==> src/rtl/pss_pkg.sv <==
package pss_pkg;
  localparam int FRAMES_PER_CYCLE  = 128;
  localparam int CYCLES_PER_HOUR   = 15;
  localparam int FRAMES_PER_MINUTE = 32;

  localparam int FRAME_W    = $clog2(FRAMES_PER_CYCLE);
  localparam int CYCLE_W    = $clog2(CYCLES_PER_HOUR + 1);
  localparam int RS_FRAME_W = FRAME_W + 1;
  localparam int COLLAPSE_W = $clog2(FRAME_W + 1);
  localparam int MINUTE_W   = $clog2(FRAMES_PER_MINUTE);

  typedef logic [FRAME_W-1:0]    frame_t;
  typedef logic [CYCLE_W-1:0]    cycle_t;
  typedef logic [RS_FRAME_W-1:0] rs_frame_t;
  typedef logic [COLLAPSE_W-1:0] collapse_t;

  localparam frame_t    LAST_FRAME  = frame_t'(FRAMES_PER_CYCLE - 1);
  localparam cycle_t    LAST_CYCLE  = cycle_t'(CYCLES_PER_HOUR - 1);
  localparam rs_frame_t FRAME_LIMIT = rs_frame_t'(FRAMES_PER_CYCLE);

  function automatic frame_t frame_inc(frame_t f);
    return (f == LAST_FRAME) ? '0 : f + 1'b1;
  endfunction

  function automatic cycle_t cycle_inc(cycle_t c);
    return (c == LAST_CYCLE) ? '0 : c + 1'b1;
  endfunction

  // Low 'c' bits of frame and home frame must agree.
  function automatic logic wake_hit(frame_t f, frame_t home, collapse_t c);
    frame_t mask;
    mask = ~({FRAME_W{1'b1}} << c);
    return (f & mask) == (home & mask);
  endfunction

  function automatic logic minute_mark(frame_t f);
    return f[MINUTE_W-1:0] == '0;
  endfunction
endpackage

==> src/rtl/pss_slot_counter.sv <==
module pss_slot_counter
  import pss_pkg::*;
(
  input  logic      clk,
  input  logic      rst_n,
  input  logic      tick,
  input  logic      rs_stb,
  input  rs_frame_t rs_frame,
  input  cycle_t    rs_cycle,
  output frame_t    frame_q,
  output cycle_t    cycle_q,
  output frame_t    frame_nx,
  output cycle_t    cycle_nx,
  output logic      take_o,
  output logic      counted_o,
  output logic      bad_rs_o
);
  logic rs_ok;

  assign rs_ok    = rs_stb && (rs_frame < FRAME_LIMIT) && (rs_cycle <= LAST_CYCLE);
  assign bad_rs_o = rs_stb && !rs_ok;

  always_comb begin
    frame_nx  = frame_q;
    cycle_nx  = cycle_q;
    take_o    = 1'b0;
    counted_o = 1'b0;
    if (rs_ok) begin
      frame_nx = rs_frame[FRAME_W-1:0];
      cycle_nx = rs_cycle;
      take_o   = 1'b1;
    end else if (tick) begin
      frame_nx  = frame_inc(frame_q);
      cycle_nx  = (frame_q == LAST_FRAME) ? cycle_inc(cycle_q) : cycle_q;
      take_o    = 1'b1;
      counted_o = 1'b1;
    end
  end

  always_ff @(posedge clk) begin
    if (!rst_n) begin
      frame_q <= '0;
      cycle_q <= '0;
    end else begin
      frame_q <= frame_nx;
      cycle_q <= cycle_nx;
    end
  end

  assert_cycle_range_R2: assert property (@(posedge clk) disable iff (!rst_n)
    cycle_q <= LAST_CYCLE);

  assert_tick_step_R1: assert property (@(posedge clk) disable iff (!rst_n)
    (tick && !rs_stb) |=> (frame_q == frame_inc($past(frame_q))));

  assert_hold_idle_R3: assert property (@(posedge clk) disable iff (!rst_n)
    (!tick && !rs_stb) |=> ($stable(frame_q) && $stable(cycle_q)));

  assert_resync_load_R4: assert property (@(posedge clk) disable iff (!rst_n)
    rs_ok |=> (frame_q == $past(rs_frame[FRAME_W-1:0]) && cycle_q == $past(rs_cycle)));

  assert_bad_resync_ignored_R5: assert property (@(posedge clk) disable iff (!rst_n)
    (bad_rs_o && !tick) |=> ($stable(frame_q) && $stable(cycle_q)));
endmodule

==> src/rtl/pss_event_reg.sv <==
module pss_event_reg
  import pss_pkg::*;
(
  input  logic      clk,
  input  logic      rst_n,
  input  logic      take,
  input  logic      counted,
  input  logic      bad_rs,
  input  frame_t    frame_nx,
  input  cycle_t    cycle_nx,
  input  frame_t    home,
  input  collapse_t collapse,
  input  frame_t    frame_q,
  input  cycle_t    cycle_q,
  output logic      wake_q,
  output logic      minute_q,
  output logic      hour_q,
  output logic      err_q
);
  logic wake_ev, minute_ev, hour_ev;

  assign wake_ev   = take && wake_hit(frame_nx, home, collapse);
  assign minute_ev = counted && minute_mark(frame_nx);
  assign hour_ev   = take && (frame_nx == '0) && (cycle_nx == '0);

  always_ff @(posedge clk) begin
    if (!rst_n) begin
      wake_q   <= 1'b0;
      minute_q <= 1'b0;
      hour_q   <= 1'b0;
      err_q    <= 1'b0;
    end else begin
      wake_q   <= wake_ev;
      minute_q <= minute_ev;
      hour_q   <= hour_ev;
      err_q    <= err_q | bad_rs;
    end
  end

  assert_wake_needs_entry_R6: assert property (@(posedge clk) disable iff (!rst_n)
    wake_q |-> $past(take));

  assert_minute_boundary_R7: assert property (@(posedge clk) disable iff (!rst_n)
    minute_q |-> (frame_q[MINUTE_W-1:0] == '0));

  assert_hour_at_zero_R8: assert property (@(posedge clk) disable iff (!rst_n)
    hour_q |-> (frame_q == '0 && cycle_q == '0));

  assert_err_sticky_R5: assert property (@(posedge clk) disable iff (!rst_n)
    err_q |=> err_q);
endmodule

==> src/rtl/page_slot_sched.sv <==
module page_slot_sched
  import pss_pkg::*;
(
  input  logic                  clk,
  input  logic                  rst_n,
  input  logic                  frame_tick,
  input  logic                  resync_strobe,
  input  logic [RS_FRAME_W-1:0] resync_frame,
  input  logic [CYCLE_W-1:0]    resync_cycle,
  input  logic [FRAME_W-1:0]    base_frame,
  input  logic [COLLAPSE_W-1:0] collapse,
  output logic [FRAME_W-1:0]    cur_frame,
  output logic [CYCLE_W-1:0]    cur_cycle,
  output logic                  wake_pulse,
  output logic                  minute_pulse,
  output logic                  hour_start,
  output logic                  resync_err
);
  frame_t frame_nx;
  cycle_t cycle_nx;
  logic   slot_take, slot_counted, slot_bad_rs;

  pss_slot_counter counter_i (
    .clk       (clk),
    .rst_n     (rst_n),
    .tick      (frame_tick),
    .rs_stb    (resync_strobe),
    .rs_frame  (resync_frame),
    .rs_cycle  (resync_cycle),
    .frame_q   (cur_frame),
    .cycle_q   (cur_cycle),
    .frame_nx  (frame_nx),
    .cycle_nx  (cycle_nx),
    .take_o    (slot_take),
    .counted_o (slot_counted),
    .bad_rs_o  (slot_bad_rs)
  );

  pss_event_reg events_i (
    .clk      (clk),
    .rst_n    (rst_n),
    .take     (slot_take),
    .counted  (slot_counted),
    .bad_rs   (slot_bad_rs),
    .frame_nx (frame_nx),
    .cycle_nx (cycle_nx),
    .home     (base_frame),
    .collapse (collapse),
    .frame_q  (cur_frame),
    .cycle_q  (cur_cycle),
    .wake_q   (wake_pulse),
    .minute_q (minute_pulse),
    .hour_q   (hour_start),
    .err_q    (resync_err)
  );

  assert_pulses_one_clock_R9: assert property (@(posedge clk) disable iff (!rst_n)
    (!$past(frame_tick) && !$past(resync_strobe)) |-> (!wake_pulse && !minute_pulse && !hour_start));
endmodule

==> config.mk <==
export PLATFORM = sky130hd
export DESIGN_NAME = page_slot_sched
export DESIGN_NICKNAME = d
export VERILOG_FILES = /design/src/rtl/pss_pkg.sv /design/src/rtl/pss_slot_counter.sv /design/src/rtl/pss_event_reg.sv /design/src/rtl/page_slot_sched.sv
export SDC_FILE = /design/constraint.sdc
export NUM_CORES = 1
export LEC_CHECK = 0
export BUFFER_PORTS_ARGS = -buffer_cell sky130_fd_sc_hd__buf_4
export CAP_MARGIN = 40
export CORE_UTILIZATION = 35
export DETAILED_ROUTE_END_ITERATION = 12
export PLACE_DENSITY = 0.66
export SYNTH_ARGS = -nofsm -noshare
export SYNTH_HDL_FRONTEND = slang
export SYNTH_SLANG_ARGS = --single-unit
==> constraint.sdc <==
create_clock -name clk -period 2.7 [get_ports clk]
set_input_delay 0.54 -clock clk [delete_from_list [all_inputs] [get_ports clk]]
set_output_delay 0.54 -clock clk [all_outputs]
set_load 0.01 [all_outputs]
# After elaboration in Yosys (flattened, before gate mapping)
# Cells that the tools add are included.
[op_classes]
n_addsub = 2
mux = 10
n_lt_le_gt_ge = 2
shift = 1
eq_ne = 3
n_bitwise = 4
reduce_logical = 11
[op_table]
columns = ["op", "n"]
rows = [
  ["$mux 7", 3],
  ["$mux 4", 4],
  ["$and 7x7->7", 2],
  ["$lt 8x8->1 const B", 1],
  ["$add 7x1->7 const B", 1],
  ["$eq 7x7->1", 1],
  ["$eq 7x7->1 const B", 1],
  ["$logic_and 1x1->1", 7],
  ["$logic_not 7->1", 1],
  ["$not 7->7", 1],
  ["$shl 7x3->7 const A", 1],
  ["$logic_not 5->1", 1],
  ["$add 4x1->4 const B", 1],
  ["$eq 4x4->1 const B", 1],
  ["$le 4x4->1 const B", 1],
  ["$logic_not 4->1", 1],
  ["$mux 1", 3],
  ["$logic_not 1->1", 1],
  ["$or 1x1->1", 1],
]
[totals]
ff_bits = 15
in_bits = 26
elab_cells = 39
output_inout_bits = 15

# Depth between registers and ports, before layout
# Gate-level depths: netlist of the first run.
[depth]
word_depth = 7
mapped_depth = 7
mapped_depth_nobuf = 7

# By module
# A second synthesis of the first run with hierarchy kept.
[hier_totals]
hier_cells = 127
hier_area_um2 = 1024.7
[modules_own_cells]
columns = ["module", "cells_per_inst", "seq_area_each_um2", "area_each_um2", "instances"]
rows = [
  ["pss_slot_counter", 98, 220.2, 773.2, 1],
  ["pss_event_reg", 29, 80.1, 251.5, 1],
]

# Worst setup path after synthesis of the first run
# No wires, ideal clock.
[synth_path]
kind = "register to register"
startpoint = "register counter_i.frame_q[0]"
endpoint = "register events_i.hour_q"
setup_time_ns = 0.088
stages_incl_launch_ff = 7
slack_ns = 0.696
arrival_time_ns = 1.916
synth_period_minus_slack_ns = 2.004
path_cell_list = "dfxtp_1 > ha_1 > mux2_1 > o21ai_1 > o21ai_0 > or4_1 > nor4_2"
[synth_between]
elab_chain_cells = 7
word_cells_on_any_way = 12
cone_classes = "1 x add/sub; 1 x eq/ne; 6 x mux; 4 x reduce/logical"
[synth_lines]
columns = ["item", "line", "text"]
rows = [
  ["start, declared", "pss_slot_counter.sv:10", "output frame_t frame_q,"],
  ["start signal, assigned", "pss_slot_counter.sv:45", "frame_q <= frame_nx;"],
  ["$add 7x1->7 / $eq 7x7->1 (equally long branches)", "pss_pkg.sv:22, pss_slot_counter.sv:34", ""],
  ["$mux 7", "pss_pkg.sv:22", "return (f == LAST_FRAME) ? '0 : f + 1'b1;"],
  ["$mux 7", "pss_slot_counter.sv:32", "end else if (tick) begin"],
  ["$mux 7", "pss_slot_counter.sv:28", "if (rs_ok) begin"],
  ["$logic_not 7->1", "pss_event_reg.sv:24", "assign hour_ev = take && (frame_nx == '0) && (cycle_nx == '0);"],
  ["$logic_and 1x1->1", "pss_event_reg.sv:24", ""],
  ["$logic_and 1x1->1 *", "pss_event_reg.sv:24", ""],
  ["end signal, assigned", "pss_event_reg.sv:35", "hour_q <= hour_ev;"],
  ["end, declared", "pss_event_reg.sv:17", "output logic hour_q,"],
]
# Mark *: on every way between the ends. The rest lies on a longest branch, timed or not.
# A chain may end at the register's enable or synchronous reset.

# Worst setup path in the final report of the first run
# Ends and elaborated chain as after synthesis.

==> results of run 1 <==
==> kinds of logic after synthesis <==
logic type / share of synthesized area, %
mux: 5.32
compound gates: 22.0
flops: 27.2
buf+inv: 3.17
fa+ha+maj: 1.13
simple gates: 30.1
xor+xnor: 11.1
==> power groups by stage <==
stage / combinational, uW / sequential (uW) / clock, uW
floorplan: 94.0 / 262 / 0
global placement: 173 / 258 / 0
detailed placement: 174 / 259 / 0
CTS: 175 / 254 / 137
global route: 192 / 257 / 141
finish: 174 / 254 / 130
==> cells in the final DEF (no fill, tap or decap), drive strengths merged, types with 2 or more instances in the layout <==
cell / instances
buf: 40
dfxtp: 15
nand2: 11
a31oi: 9
and2: 9
o21ai: 9
xnor2: 8
nor2: 7
xor2: 6
a21oi: 6
nand4: 5
inv: 4
nand3: 4
clkbuf: 4
mux2: 4
nor3: 3
o31ai: 3
nor2b: 3
o22ai: 3
or3: 2
nand2b: 2
o211a: 2
or4: 2
nor4: 2
==> registers in the layout, summed over array words and instances, names as in the netlist <==
register           cells
events_i.err_q         1
counter_i.frame_q      7
events_i.wake_q        1
counter_i.cycle_q      4
events_i.hour_q        1
events_i.minute_q      1
==> cell type report <==
type                       count  area share (%)
timing repair buffer          40            20.5
sequential                    15            20.5
multi-input combinational    111            52.5
inverter                       4            1.02
tap                           44            3.75
clock buffer                   4            1.79
==> final timing paths <==
check / to / slack, ps / from / cells past startpoint
worst max-delay path: events_i.hour_q$_SDFF_PN0_ / 500 / counter_i.frame_q[0]$_SDFF_PN0_ / 7
worst min-delay path: events_i.wake_q$_SDFF_PN0_ / 480 / collapse[2] / 2
worst max register to register: events_i.hour_q$_SDFF_PN0_ / 500 / counter_i.frame_q[0]$_SDFF_PN0_ / 7
worst min register to register: events_i.err_q$_SDFF_PN0_ / 500 / events_i.err_q$_SDFF_PN0_ / 2
==> per-stage QoR <==
step | std cells | power (uW) | setup WS, ps | instance area, um^2 | util, %
after floorplan | 133 | 356 | 696 | 1100 | -
after global placement | 214 | 431 | 488 | 1440 | 47.6
after detailed placement | 214 | 433 | 439 | 1440 | 47.6
after CTS | 218 | 566 | 514 | 1470 | 48.4
after global routing | 218 | 590 | 312 | 1470 | 48.4
final | 218 | 558 | 500 | 1470 | 48.4
==> worst max-delay path, delay by kind of cell (launching register included) <==
family	cells	cell delay (ps)
AOI/OAI and AO/OA	1	110
adders and majority gates	1	300
DFF	1	440
muxes	1	200
and+or+nand+nor	4	1060
==> layer usage <==
| layer | part of all wire, % | GRT usage (%) | up-vias |
|---|---|---|---|
| li1 | - | - | 581 |
| met1 | 45 | 23.1 | 521 |
| met2 | 50 | 33.3 | 33 |
| met3 | 4.6 | 5.13 | 2 |
| met4 | 0.45 | 3.06 | 0 |
| met5 | 0 | 0 | - |
==> synthesized netlist by cell type (2+ instances only) <==
library cell  instances
nand2b_1              2
or4_1                 2
a21oi_1               6
nand4_1               4
xnor2_1               8
nor2b_1               3
o21ai_1               4
dfxtp_1              15
o211a_1               2
o31ai_1               3
o21ai_0               5
nor3_1                3
or3_1                 2
nand3_1               3
a31oi_1               9
xor2_1                6
o22ai_1               3
nor2_1                5
nor2_4                2
nand2_1              11
inv_1                 4
and2_1                8
mux2_1                2
==> results.yml, run 1 <==
floorplan:
  std_cell_rows: 20
  start_util_pct: 36.5
  die_w_um: 58.2
  die_h_um: 58.2
  core_area_um2: 3030
  ios: 41
  die_area_um2: 3390
power_and_ir_drop:
  p_seq_share_pct: 45.5
  p_per_area_nw_per_um2: 380
  switching_share_pct: 31.5
  pwr-share-clk_pct: 23.3
  switchingPower_uw: 176
  internal_power_uw: 382
  p_comb_share_pct: 31.2
  p_leak_uw: 0.000602
  vdd_drop_max_uv: 262
grt:
  grt_max_degree: 16
  grt_pass1_vias: 1115
  grt_pass1_wl_um: 4910
  antenna_found_initial: 0
  track_usage_pct: 18.8
  grt_overflow: 0
timing:
  tns_ps: 0
  finalCriticalPeriod_ps: 2200
  timing.hold.ws_ps: 481
  grt_setup_unrepaired: "no"
  setup_viol: 0
  drv_slew: 0
  clock_skew_ps: 3.72
  fmax_mhz: 455
  final_hold_viol_count: 0
  fin_crit_sh_pct: 81.5
  timing.slew.headroom_pct: 69.2
  tightest_slew_ps: 458
cts:
  post_cts_resize_count: 0
  clock_sinks: 15
  root_buffer: "clkbuf_4"
  hold_buffers: 0
  cts_setup_buffers: 0
  cts_tree: "built"
  cts.clk_slew.worst_paths_ps: 90
  clk_latency_ps: 280
  cts_buffer_depth: 2
  numCtsBuffers: 3
  cts-htree-levels: 1
min_path:
  hold_class: "in2reg"
worst_setup_path:
  crit_slowest_cell: "or4_1"
  critPathMaxStageDelay_ps: 490
  cp-start-kind: "flip-flop"
  critPathCaptureType: "flip-flop"
  critical_path_class: "reg2reg"
  arrival_ps: 2400
  crit_fanout: 7
  critPathRequiredTime_ps: 2900
  worstPathCellList: "ha_1, nand3_2, nor2_4, mux2i_1, o21ai_0, or4_1, nor4_2"
route:
  vias_per_cell: 5.22
  drtAntennaViolNets: 0
  drt_iter0_markers: 103
  drt_pass1_iterations: 4
  drc: 0
  wl_um: 2880
  avgRoutedWirePerCell_um: 13.2
  route.vias.total: 1137
synthesis:
  yosysSeqAreaShare_pct: 27.2
  synth.net_count: 160
  synth_cell_types: 44
  avgSynthCellArea_um2: 8.31
  syn_inst: 133
  synth_top_flop_cell: "dfxtp_1"
  synth_largest_area_cell: "dfxtp_1"
  async_flop_share_pct: 0
  synth_seq_cells: 15
  synth_edf_count: 0
  yosysWarnings: 0
  syn_area_um2: 1100
  synth_top_area_share_pct: 27.2
  yosys-top-cells-area: "dfxtp_1, xnor2_1, a31oi_1"
final_layout:
  nFillCells: 308
  diodes: 0
  regArea_um2: 300
  multi_input_area_um2: 769
  nNetsFinal: 202
  syn_to_final_growth_pct: 32.7
  drive_gt1_share_pct: 31.0
placement:
  numPortBuffers: 40
  dp_hpwl_um: 2350
  gp_congestion: 0.835
job:
  maxCapViolCount: 0
run_status:
  run_status: "finished, final reports clean"
(Power assumes the default switching activity.)
==> run 2: changes to the inputs <==
--- a/config.mk
+++ b/config.mk
@@ -9,7 +9,7 @@
 export CAP_MARGIN = 40
 export CORE_UTILIZATION = 35
 export DETAILED_ROUTE_END_ITERATION = 12
-export PLACE_DENSITY = 0.66
+export PLACE_DENSITY = 0.68
 export SYNTH_ARGS = -nofsm -noshare
 export SYNTH_HDL_FRONTEND = slang
 export SYNTH_SLANG_ARGS = --single-unit
==> constraint.sdc (replaced) <==
create_clock -name clk -period 1.8 [get_ports clk]
set_input_delay 0.36 -clock clk [delete_from_list [all_inputs] [get_ports clk]]
set_output_delay 0.36 -clock clk [all_outputs]
set_load 0.01 [all_outputs]
==> run 2 against run 1 <==
The run now ends with negative setup slack left. Combinational power increased by 120%. Critical endpoint is now events_i.wake_q$_SDFF_PN0_. Fmax rose by 16%. Largest power group is now combinational logic. Largest cell class unchanged. Clock-buffer cell count did not move. Register-to-register slack worse by 600 ps. Sequential power up 48%. Clock skew rose by 0.61 ps. Cell count up 17%. Die area stayed put.
==> results.yml, run 2 (synthesis results as in run 1) <==
route:
  wl_um: 3600
  drtAntennaViolNets: 0
  vias_per_cell: 5.28
  route.vias.total: 1342
  drt_iter0_markers: 70
  drt_pass1_iterations: 4
  avgRoutedWirePerCell_um: 14.2
  drc: 0
floorplan:
  die_area_um2: 3390
  start_util_pct: 36.5
  core_area_um2: 3030
  std_cell_rows: 20
  ios: 41
  die_h_um: 58.2
  die_w_um: 58.2
worst_setup_path:
  critical_path_class: "reg2reg"
  crit_fanout: 5
  critPathCaptureType: "flip-flop"
  critPathRequiredTime_ps: 2000
  worstPathCellList: "ha_4, nand2_4, xor2_4, mux2_4, a2111oi_2, o22ai_1, a211oi_2"
  cp-start-kind: "flip-flop"
  crit_slowest_cell: "dfxtp_4"
  arrival_ps: 2100
  critPathMaxStageDelay_ps: 360
run_status:
  run_status: "complete, but fails checks"
  violations: "negative setup slack"
cts:
  numCtsBuffers: 3
  cts-htree-levels: 1
  cts.clk_slew.worst_paths_ps: 90
  root_buffer: "clkbuf_4"
  cts_buffer_depth: 2
  cts_tree: "built"
  clk_latency_ps: 290
  clock_sinks: 15
timing:
  worst_slack_ps: -102
  fmax_mhz: 526
  final_hold_viol_count: 0
  grt_setup_unrepaired: "yes"
  finalCriticalPeriod_ps: 1900
  timing.slew.headroom_pct: 77.6
  drv_slew: 0
  clock_skew_ps: 4.33
  tightest_slew_ps: 335
  fin_crit_sh_pct: 106
  setup_viol: 2
power_and_ir_drop:
  p_leak_uw: 0.000807
  vdd_drop_max_uv: 248
  p_per_area_nw_per_um2: 513
grt:
  grt_pass1_wl_um: 5440
  track_usage_pct: 20.7
  grt_pass1_vias: 1208
  grt_overflow: 0
  antenna_found_initial: 0
  grt_max_degree: 16
placement:
  dp_cells: 241
  gp_congestion: 0.900
  numPortBuffers: 40
  dp_hpwl_um: 2560
final_layout:
  max_flop_register: "counter_i.frame_q"
  drive_gt1_share_pct: 51.4
  largest_register_ffs: 7
  final_core_util_pct: 61.3
  syn_to_final_growth_pct: 68.1
  stdcell_count: 254
  layout_common_cells: "buf_4, nand2_1, dfxtp_1"
  diodes: 0
  final_common_cell: "buf_4"
  nNetsFinal: 238
  reg_top3: "counter_i.frame_q: 7 flops, counter_i.cycle_q: 4 flops"
job:
  maxCapViolCount: 0
min_path:
  hold_class: "in2reg"
## run 2: cell types whose count changed in the layout (fill, tap and decap cells not counted), moves of 2 or more
cell,before,now
dfxtp_1,15,10
mux2_4,1,3
dfxtp_4,0,5
buf_4,40,76
o21ai_0,5,2
mux2_1,2,0
xor2_1,6,4
## run 2: worst paths after layout
check / startpoint / end / slack (ps) / cells after the start
worst max-delay path: counter_i.frame_q[0]$_SDFF_PN0_ / events_i.wake_q$_SDFF_PN0_ / -100 / 7
worst min register to register: events_i.err_q$_SDFF_PN0_ / events_i.err_q$_SDFF_PN0_ / 510 / 2
worst min-delay path: collapse[2] / events_i.wake_q$_SDFF_PN0_ / 310 / 2
worst max register to register: counter_i.frame_q[0]$_SDFF_PN0_ / events_i.wake_q$_SDFF_PN0_ / -100 / 7
## run 2: metal layers
| layer | GRT usage, % | up-vias | part of all wire [%] |
|---|---|---|---|
| li1 | - | 645 | - |
| met1 | 28.5 | 643 | 43 |
| met2 | 34.2 | 44 | 49 |
| met3 | 1.34 | 10 | 5.7 |
| met4 | 7.14 | 0 | 2.4 |
| met5 | 0 | - | 0 |
## run 2: repair_timing
item,in CTS,in global routing
hold buffers,0,0
resized for setup,7,13
pin swaps,6,15
endpoints found under the setup margin,3,3
gates cloned,0,0
setup buffers,4,5
## run 2: stage by stage
| step | power [uW] | TNS, ps | area, um^2 | hold WS, ps | worst slack, ps |
|---|---|---|---|---|---|
| floorplan | 541 | 0 | 1140 | 453 | 7.19 |
| global placement | 709 | -387 | 1670 | 479 | -179 |
| detailed placement | 716 | -387 | 1670 | 485 | -154 |
| CTS | 929 | -37.2 | 1750 | 280 | -22.6 |
| global route | 1000 | -319 | 1860 | 305 | -166 |
| finish | 953 | -174 | 1860 | 312 | -102 |
## run 2: where the power goes
group | switching (uW) | internal [uW] | leakage [uW]
clock network | 112 | 86.1 | 0.0000150
logic | 169 | 210 | 0.000666
registers | 25.4 | 351 | 0.000126
## run 2: area by class of cell
type,instances,area [um^2]
Clock buffer,4,26.3
Fill cell,279,1170
Inverter,4,15.0
Multi-Input combinational cell,111,871
Sequential cell,15,319
Tap cell,44,55.1
Timing Repair Buffer,76,571
## run 2: critical path, delay by kind of cell, from the launching register on
family,cells,cell delay (ps)
XOR/XNOR,1,200
AO/OA/AOI/OAI,3,660
flip-flops,1,360
multiplexers,1,320
AND/OR/NAND/NOR,1,90
adder cells (fa/ha/maj),1,180
==> run 3: changes to the inputs <==
--- a/config.mk
+++ b/config.mk
@@ -5,11 +5,11 @@
 export SDC_FILE = /design/constraint.sdc
 export NUM_CORES = 1
 export LEC_CHECK = 0
-export BUFFER_PORTS_ARGS = -buffer_cell sky130_fd_sc_hd__buf_4
 export CAP_MARGIN = 40
 export CORE_UTILIZATION = 35
 export DETAILED_ROUTE_END_ITERATION = 12
-export PLACE_DENSITY = 0.68
+export DONT_BUFFER_PORTS = 1
+export PLACE_DENSITY = 0.57
 export SYNTH_ARGS = -nofsm -noshare
 export SYNTH_HDL_FRONTEND = slang
 export SYNTH_SLANG_ARGS = --single-unit
==> run 3 against run 2 <==
The run still ends with negative setup slack left. Clock power about the same. Core utilization down 13 points. Clock-buffer cell count unchanged. Setup slack worse by 25 ps. First-iteration DRC count down 4.3%. Clock skew up 4.3 ps. Hold slack worse by 160 ps. Critical path type unchanged. Critical endpoint is now events_i.hour_q$_SDFF_PN0_. Largest cell class unchanged.
==> results.yml, run 3 (synthesis results as in run 1) <==
cts:
  cts_buffer_depth: 2
  numCtsBuffers: 3
  cts-htree-levels: 1
  cts_tree: "built"
  clk_latency_ps: 290
  cts.clk_slew.worst_paths_ps: 100
  clock_sinks: 15
  hold_buffers: 0
  root_buffer: "clkbuf_4"
worst_setup_path:
  r2r_end: "events_i.hour_q$_SDFF_PN0_"
  worst-path-buf-inv: 0
  crit_fanout: 6
  crit_end: "events_i.hour_q$_SDFF_PN0_"
  cp-startpoint: "counter_i.frame_q[0]$_SDFF_PN0_"
  cp.depth: 7
  critPathCaptureType: "flip-flop"
  crit_slowest_cell: "or4_4"
  critical_path_class: "reg2reg"
  path_delay_family: "simple AND/OR/NAND/NOR gates"
  arrival_ps: 2120
  critPathMaxStageDelay_ps: 450
  critPathRequiredTime_ps: 1990
  ff2ff_setup_slack_ps: -130
  worstPathCellList: "ha_4, nand3_4, nor2_4, mux2i_1, o21ai_0, or4_4, nor4_4"
  reg2reg_from: "counter_i.frame_q[0]$_SDFF_PN0_"
  ff2ff_path_depth: 7
  cp-start-kind: "flip-flop"
route:
  drt_pass1_iterations: 4
  dr_wl_met3_um: 161
  wl_um: 3070
  drc: 0
  highest_layer: "met4"
  route.vias.total: 1118
  vias_per_cell: 5.43
  avgRoutedWirePerCell_um: 14.9
  drt_iter0_markers: 67
  wl_met1_um: 1440
  dr_wl_met2_um: 1440
  drtAntennaViolNets: 0
power_and_ir_drop:
  p_per_area_nw_per_um2: 567
  vdd_drop_max_uv: 331
  power.total_uw: 828
  p_leak_uw: 0.000559
final_layout:
  diodes: 0
  largest_register_ffs: 7
  syn_to_final_growth_pct: 32.3
  nFillCells: 293
  final_common_cell: "buf_4"
  drive_gt1_share_pct: 35.2
  layout_common_cells: "buf_4, nand2_1, dfxtp_1"
  reg_top3: "counter_i.frame_q: 7 flops, counter_i.cycle_q: 4 flops"
  fin_area_um2: 1460
  final_core_util_pct: 48.3
  nNetsFinal: 190
  max_flop_register: "counter_i.frame_q"
min_path:
  hold_class: "in2reg"
  worstHoldStart: "collapse[2]"
floorplan:
  die_w_um: 58.2
  std_cell_rows: 20
  start_util_pct: 36.5
  core_area_um2: 3030
  die_h_um: 58.2
  ios: 41
  die_area_um2: 3390
timing:
  grt_setup_unrepaired: "yes"
  worst_slack_ps: -127
  finalCriticalPeriod_ps: 1930
  timing.slew.headroom_pct: 70.4
  fin_crit_sh_pct: 107
  setup_viol: 3
  tightest_slew_ps: 440
  fmax_mhz: 519
  final_hold_viol_count: 0
  clock_skew_ps: 8.58
  drv_slew: 0
placement:
  numPortBuffers: 0
  gp_congestion: 0.875
  dp_hpwl_um: 2490
  place_area_um2: 1340
grt:
  track_usage_pct: 19.2
  grt_pass1_vias: 1079
  grt_max_degree: 16
  antenna_found_initial: 0
  grt_overflow: 0
  grt_pass1_wl_um: 4970
run_status:
  run_status: "complete, but fails checks"
  violations: "negative setup slack"
job:
  maxCapViolCount: 0
run 3: worst min-delay path by stage:
stage | endpoint | depth (start not counted)
CTS | events_i.wake_q$_SDFF_PN0_ | 1
global placement | events_i.wake_q$_SDFF_PN0_ | 1
floorplan | events_i.wake_q$_SDFF_PN0_ | 1
global route | events_i.wake_q$_SDFF_PN0_ | 1
finish | events_i.wake_q$_SDFF_PN0_ | 1
detailed placement | events_i.wake_q$_SDFF_PN0_ | 1
run 3: worst reg2reg max path, stage by stage, from the launching register on:
cell and delay, ps:
dfxtp_4 370, ha_4 170, nand3_4 110, nor2_4 180, mux2i_1 190, o21ai_0 120
or4_4 450, nor4_4 240
run 3: where the power goes:
| part | switching (uW) | leakage [uW] | internal, uW |
|---|---|---|---|
| clock network | 113 | 0.0000150 | 86.1 |
| logic | 120 | 0.000418 | 132 |
| registers | 25.3 | 0.000126 | 352 |
| total | 258 | 0.000559 | 570 |
run 3: layer usage:
metal	global-route usage, %	up-vias
li1	-	549
met1	26.4	524
met2	30.4	41
met3	3.57	4
met4	6.12	0
met5	0	-
run 3: timing repair:
item | in CTS | in global routing
gates resized for setup | 4 | 10
setup buffers | 1 | 4
endpoints found under the setup margin | 3 | 4
pin swaps | 0 | 10
run 3: metrics by stage:
| stage | cells | hold WS (ps) | TNS (ps) | worst slack [ps] |
|---|---|---|---|---|
| 2_1_floorplan | 133 | 453 | 0 | 7.19 |
| 3_3_place_gp | 197 | 456 | -240 | -142 |
| 3_5_place_dp | 197 | 458 | -298 | -172 |
| 4_1_cts | 202 | 148 | -208 | -155 |
| 5_1_grt | 206 | 144 | -450 | -182 |
| 6_report | 206 | 148 | -133 | -127 |
run 3: cell type report:
type / count / area, um^2 / share of cell area, %
multi-input cells: 111 / 838 / 57.4
flip-flops and latches: 15 / 317 / 21.7
repair buffers: 28 / 210 / 14.4
well taps: 44 / 55.1 / 3.77
clock buffers: 4 / 26.3 / 1.80
inverters: 4 / 15.0 / 1.03
